[src/rtl/codec_arb_pkg.sv]
package codec_arb_pkg;
  typedef enum logic [1:0] {
    PB_IDLE  = 2'd0,
    PB_OFFER = 2'd1,
    PB_WAIT  = 2'd2
  } pb_state_t;
endpackage

[src/rtl/codec_own_flag.sv]
module codec_own_flag (
  input  logic clk,
  input  logic rst_n,
  input  logic tas_rd,
  input  logic sw_clr,
  input  logic hw_clr,
  output logic seen,
  output logic owned
);
  logic flag_q;

  // value presented to a test-and-set read: hardware clear wins for the view
  assign seen  = flag_q & ~hw_clr;
  assign owned = flag_q;

  always_ff @(posedge clk or negedge rst_n) begin
    if (!rst_n)              flag_q <= 1'b0;
    else if (tas_rd)         flag_q <= 1'b1;
    else if (hw_clr | sw_clr) flag_q <= 1'b0;
  end

  AST_TAS_SETS: assert property (@(posedge clk) disable iff (!rst_n)
    tas_rd |=> flag_q);
  AST_CLEAR_WORKS: assert property (@(posedge clk) disable iff (!rst_n)
    (!tas_rd && (hw_clr || sw_clr)) |=> !flag_q);
endmodule

[src/rtl/codec_post_buf.sv]
module codec_post_buf
  import codec_arb_pkg::*;
#(
  parameter int ADDR_W = 8,
  parameter int DATA_W = 16
) (
  input  logic              clk,
  input  logic              rst_n,
  input  logic              cap_en,
  input  logic [ADDR_W-1:0] cap_addr,
  input  logic [DATA_W-1:0] cap_data,
  input  logic              link_ready,
  input  logic              link_done,
  output logic              link_valid,
  output logic [ADDR_W-1:0] link_addr,
  output logic [DATA_W-1:0] link_data,
  output logic              busy,
  output logic              done_hit
);
  pb_state_t         st_q;
  logic [ADDR_W-1:0] addr_q;
  logic [DATA_W-1:0] data_q;

  assign link_valid = (st_q == PB_OFFER);
  assign link_addr  = addr_q;
  assign link_data  = data_q;
  assign busy       = (st_q != PB_IDLE);
  assign done_hit   = (st_q == PB_WAIT) & link_done;

  always_ff @(posedge clk or negedge rst_n) begin
    if (!rst_n) begin
      st_q   <= PB_IDLE;
      addr_q <= '0;
      data_q <= '0;
    end else begin
      unique case (st_q)
        PB_IDLE: if (cap_en) begin
          st_q   <= PB_OFFER;
          addr_q <= cap_addr;
          data_q <= cap_data;
        end
        PB_OFFER: if (link_ready) st_q <= PB_WAIT;
        PB_WAIT:  if (link_done)  st_q <= PB_IDLE;
        default:  st_q <= PB_IDLE;
      endcase
    end
  end

  AST_OFFER_HOLD: assert property (@(posedge clk) disable iff (!rst_n)
    (link_valid && !link_ready) |=> (link_valid && $stable(link_addr) && $stable(link_data)));
  AST_NO_CAPTURE_BUSY: assert property (@(posedge clk) disable iff (!rst_n)
    (busy && !done_hit) |=> busy);
endmodule

[src/rtl/codec_access_arb.sv]
module codec_access_arb #(
  parameter int          ADDR_W   = 8,
  parameter int          DATA_W   = 16,
  parameter logic [7:0]  SEM_ADDR = 8'h34
) (
  input  logic              clk,
  input  logic              rst_n,
  input  logic [ADDR_W-1:0] host_addr,
  input  logic              host_rd,
  input  logic              host_wr,
  input  logic [DATA_W-1:0] host_wdata,
  output logic              host_ack,
  output logic [DATA_W-1:0] host_rdata,
  output logic              link_valid,
  input  logic              link_ready,
  output logic [ADDR_W-1:0] link_addr,
  output logic [DATA_W-1:0] link_data,
  input  logic              link_done,
  output logic              drop_err
);
  localparam logic [ADDR_W-1:0] SEM_A = ADDR_W'(SEM_ADDR);

  logic is_sem, wr_only, tas_rd, sw_clr, codec_wr, cap_en, drop_now;
  logic busy, done_hit, seen, owned;
  logic ack_q, err_q;
  logic [DATA_W-1:0] rdata_q;

  assign is_sem   = (host_addr == SEM_A);
  assign wr_only  = host_wr & ~host_rd;
  assign tas_rd   = host_rd & is_sem;
  assign sw_clr   = wr_only & is_sem & ~host_wdata[0];
  assign codec_wr = wr_only & ~is_sem;
  assign cap_en   = codec_wr & ~busy;
  assign drop_now = codec_wr & busy;

  codec_own_flag u_flag (
    .clk(clk), .rst_n(rst_n), .tas_rd(tas_rd), .sw_clr(sw_clr),
    .hw_clr(done_hit), .seen(seen), .owned(owned)
  );

  codec_post_buf #(.ADDR_W(ADDR_W), .DATA_W(DATA_W)) u_buf (
    .clk(clk), .rst_n(rst_n), .cap_en(cap_en), .cap_addr(host_addr),
    .cap_data(host_wdata), .link_ready(link_ready), .link_done(link_done),
    .link_valid(link_valid), .link_addr(link_addr), .link_data(link_data),
    .busy(busy), .done_hit(done_hit)
  );

  always_ff @(posedge clk or negedge rst_n) begin
    if (!rst_n) begin
      ack_q   <= 1'b0;
      rdata_q <= '0;
      err_q   <= 1'b0;
    end else begin
      ack_q   <= host_rd | host_wr;
      rdata_q <= tas_rd ? DATA_W'(seen) : '0;
      if (drop_now) err_q <= 1'b1;
    end
  end

  assign host_ack   = ack_q;
  assign host_rdata = rdata_q;
  assign drop_err   = err_q;

  AST_ACK_NEXT: assert property (@(posedge clk) disable iff (!rst_n)
    (host_rd || host_wr) |=> host_ack);
  AST_ACK_IDLE: assert property (@(posedge clk) disable iff (!rst_n)
    !(host_rd || host_wr) |=> !host_ack);
  AST_ERR_STICKY: assert property (@(posedge clk) disable iff (!rst_n)
    drop_err |=> drop_err);
  AST_RDATA_UPPER: assert property (@(posedge clk) disable iff (!rst_n)
    host_rdata[DATA_W-1:1] == '0);
  AST_OWNED_READ: assert property (@(posedge clk) disable iff (!rst_n)
    (tas_rd && owned && !done_hit) |=> host_rdata[0]);
endmodule

[config.mk]
export PLATFORM = sky130hd
export DESIGN_NAME = codec_access_arb
export DESIGN_NICKNAME = d
export VERILOG_FILES = /design/src/rtl/codec_arb_pkg.sv /design/src/rtl/codec_own_flag.sv /design/src/rtl/codec_post_buf.sv /design/src/rtl/codec_access_arb.sv
export SDC_FILE = /design/constraint.sdc
export NUM_CORES = 1
export LEC_CHECK = 0
export BUFFER_PORTS_ARGS = -buffer_cell sky130_fd_sc_hd__buf_2
export CORE_MARGIN = 2
export CORE_UTILIZATION = 39
export CTS_CLUSTER_SIZE = 8
export DETAILED_ROUTE_END_ITERATION = 8
export HOLD_SLACK_MARGIN = 0.1
export PLACE_DENSITY = 0.85
export SYNTH_ARGS = -nofsm -noshare
export SYNTH_HDL_FRONTEND = slang
export SYNTH_SLANG_ARGS = --single-unit
export TNS_END_PERCENT = 20
[constraint.sdc]
create_clock -name clk -period 1.6 [get_ports clk]
set_input_delay 0.32 -clock clk [delete_from_list [all_inputs] [get_ports clk]]
set_output_delay 0.32 -clock clk [all_outputs]
set_load 0.02 [all_outputs]
==> results.sh <==
export IMPL_cp_top_family="flip-flops"
export IMPL_slew_limit_headroom=0.572
export IMPL_postRouteAntennaNets=0
export IMPL_dp_cells=197
export IMPL_critPathLaunch="u_buf.st_q[0]"
export IMPL_path_cells="or2_4 -> a2111oi_4 -> buf_12 -> mux2_2"
export IMPL_cts_setup_buffers=0
export IMPL_ys_seq_area_frac=0.569
export IMPL_irDropWorstVdd_uv=491
export IMPL_clkSinkCount=30
export IMPL_setup_viol=22
export IMPL_drv_slew=0
export IMPL_final_common_cell="buf_2"
export IMPL_first_pass_iters=4
export IMPL_ys_seq_elements=30
export IMPL_cts_htree_levels=2
export IMPL_worstSetupPathType="reg -> reg"
export IMPL_max_slew_worst_pin_slew_ns=0.642
export IMPL_pre_cts_ws_ns=-0.148
export IMPL_worst_path_stages=4
export IMPL_ys_warn_count=0
export IMPL_synth_cells=92
export IMPL_grt_use_total=0.137
export IMPL_clock_fmax_ghz=0.619
export IMPL_coreArea_um2=3280
export IMPL_die_w_um=62.2
export IMPL_violations="setup timing"
export IMPL_hold_viol_final=0
export IMPL_port_buffers=57
export IMPL_fin_crit_sh=1.01
export IMPL_clk_pin_slew_ns=0.09
export IMPL_status="complete, but fails checks"
export IMPL_antenna_cells=0
export IMPL_clock_skew_ns=0.00751
export IMPL_fillerInstances=290
export IMPL_antenna_found_initial=0
export IMPL_grt_pass1_vias=887
export IMPL_min_path_type="in -> reg"
export IMPL_finish_utilization=0.515
export IMPL_end_kind="register"
export IMPL_wl_um=2300
export IMPL_grt_max_degree=31
export IMPL_crit_path_end="u_buf.link_data[10]"
export IMPL_finalCriticalPeriod_ns=1.62
export IMPL_synth_cell_types=21
export IMPL_drc=0
export IMPL_place_congestion=0.816
export IMPL_total_power_uw=2450
export IMPL_path_max_fanout=25
export IMPL_start_util=0.402
export IMPL_worst_r2r_path_depth=4
export IMPL_layoutNonFillerInstCount=205
export IMPL_cap_violations=0
export IMPL_cp_num_buf_inv=1
export IMPL_area_growth_pct=28.2
export IMPL_syn_avg_cell_area_um2=14.3
export IMPL_vias=905
export IMPL_cts_inserted_buffers=5
export IMPL_avgViaCountPerCell=4.41
export IMPL_setup_ws_ns=-0.0165
export IMPL_drt_first_iter_violations=42
export IMPL_r2r_slack_ns=-0.02
export IMPL_fin_area_um2=1690
export IMPL_rr_startpoint="u_buf.st_q[0]"
export IMPL_clock_latency_ns=0.32
export IMPL_ios=73
export IMPL_die_h_um=62.2
export IMPL_grt_overflow_total=0
export IMPL_rsz0062_at_grt="true"
export IMPL_cts_tree="done"
export IMPL_cts_buffer_depth=2
export IMPL_grt_pass1_wl_um=4030
export IMPL_multiInputGateArea_um2=474
export IMPL_routedWlPerCell_um=11.2
export IMPL_seq_area_um2=751
export IMPL_cp_required_ns=1.80
export IMPL_power_density_nw_per_um2=1450
export IMPL_p_leak_uw=0.000843
export IMPL_die_area_um2=3860
export IMPL_rows=21
export IMPL_post_dp_hpwl_um=1720
export IMPL_drive_gt1_frac=0.585
export IMPL_place_area_um2=1630
export IMPL_slowest_stage="dfrtp_1"
export IMPL_syn_area_um2=1320
export IMPL_cts_root_buf="clkbuf_4"
export IMPL_r2r_end="u_buf.link_data[10]"
export IMPL_cp_slowest_stage_delay_ns=0.39
export IMPL_cp_data_arrival_time_ns=1.82
export IMPL_cp_start_kind="register"
export IMPL_final_nets=189
export IMPL_final_cell_mix="buf_2 (56), dfrtp_1 (30), mux2_2 (21)"
==> worst register-to-register path, cell delays in order (launching register included) <==
cell       delay (ns)
dfrtp_1          0.39
or2_4            0.27
a2111oi_4        0.25
buf_12           0.23
mux2_2           0.35
==> registers in the layout, indices dropped and copies added (netlist names) <==
register and cells:
u_buf.link_data 16, u_buf.link_addr 8, u_buf.st_q 2, drop_err 1
host_ack 1, host_rdata 1, u_flag.owned 1
==> worst min path at each step <==
stage,from,to,slack (ns),depth (start not counted)
floorplan,rst_n,drop_err,0.02,0
CTS,host_wdata[7],u_buf.link_data[7],0.19,2
global route,host_wdata[12],u_buf.link_data[12],0.19,2
finish,host_wdata[7],u_buf.link_data[7],0.21,2
global placement,rst_n,u_buf.link_data[1],0.38,1
detailed placement,rst_n,u_buf.link_data[15],0.39,1
==> power breakdown <==
part | leakage, uW | internal (uW) | total, uW | switching (uW)
combinational | 0.000464 | 412 | 955 | 543
clock | 0.0000254 | 165 | 398 | 233
sequential | 0.000354 | 993 | 1100 | 108
==> routing by layer <==
layer	vias to the layer above	GRT usage	wire, um
met5	-	0	0
met4	0	0.0667	49
met3	7	0.0688	226
met2	49	0.208	997
met1	426	0.160	1020
li1	423	-	-
==> final cells by class <==
type	instances	area share
sequential	30	0.444
multi-input combinational	55	0.281
tap	46	0.0340
clock buffer	7	0.0266
timing repair buffer	63	0.206
inverter	4	0.00888
==> cells in the mapped netlist, drive strengths merged <==
cell type,number,area share
dfrtp,30,0.57
mux2,24,0.20
buf,17,0.10
inv,4,0.011
nand2,3,0.0085
a2111oi,1,0.021
a21o,1,0.0057
a41o,1,0.0076
and4,1,0.0066
and4bb,1,0.0095
conb,1,0.0028
nand2b,1,0.0047
nand4b,1,0.0066
nor2b,1,0.0047
nor4b,1,0.011
o21a,1,0.0057
o21ai,1,0.0038
o2bb2ai,1,0.0066
or2,1,0.0066
==> metrics by stage <==
stage	hold WS, ns	setup TNS (ns)
detailed placement	0.387	-3.27
finish	0.212	-0.214
CTS	0.188	-0.399
global placement	0.383	-2.65
global route	0.192	-1.41
floorplan	0.0244	-2.41
==> repair_timing <==
| item | 4_1_cts | 5_1_grt |
|---|---|---|
| endpoints found under the setup margin | 23 | 25 |
| gates resized for setup | 0 | 2 |
| hold buffers | 1 | 0 |
| hold endpoints to repair | 30 | 0 |
==> logic make-up (layout without fill, tap and decap cells) <==
logic type,Yosys count,after routing,synth area share
AOI/OAI and AO/OA,6,6,0.0503
buffers and inverters,21,74,0.114
DFF,30,30,0.569
muxes,24,24,0.205
other,1,15,0.00284
and+or+nand+nor,10,10,0.0588
(Power assumes the default switching activity.)
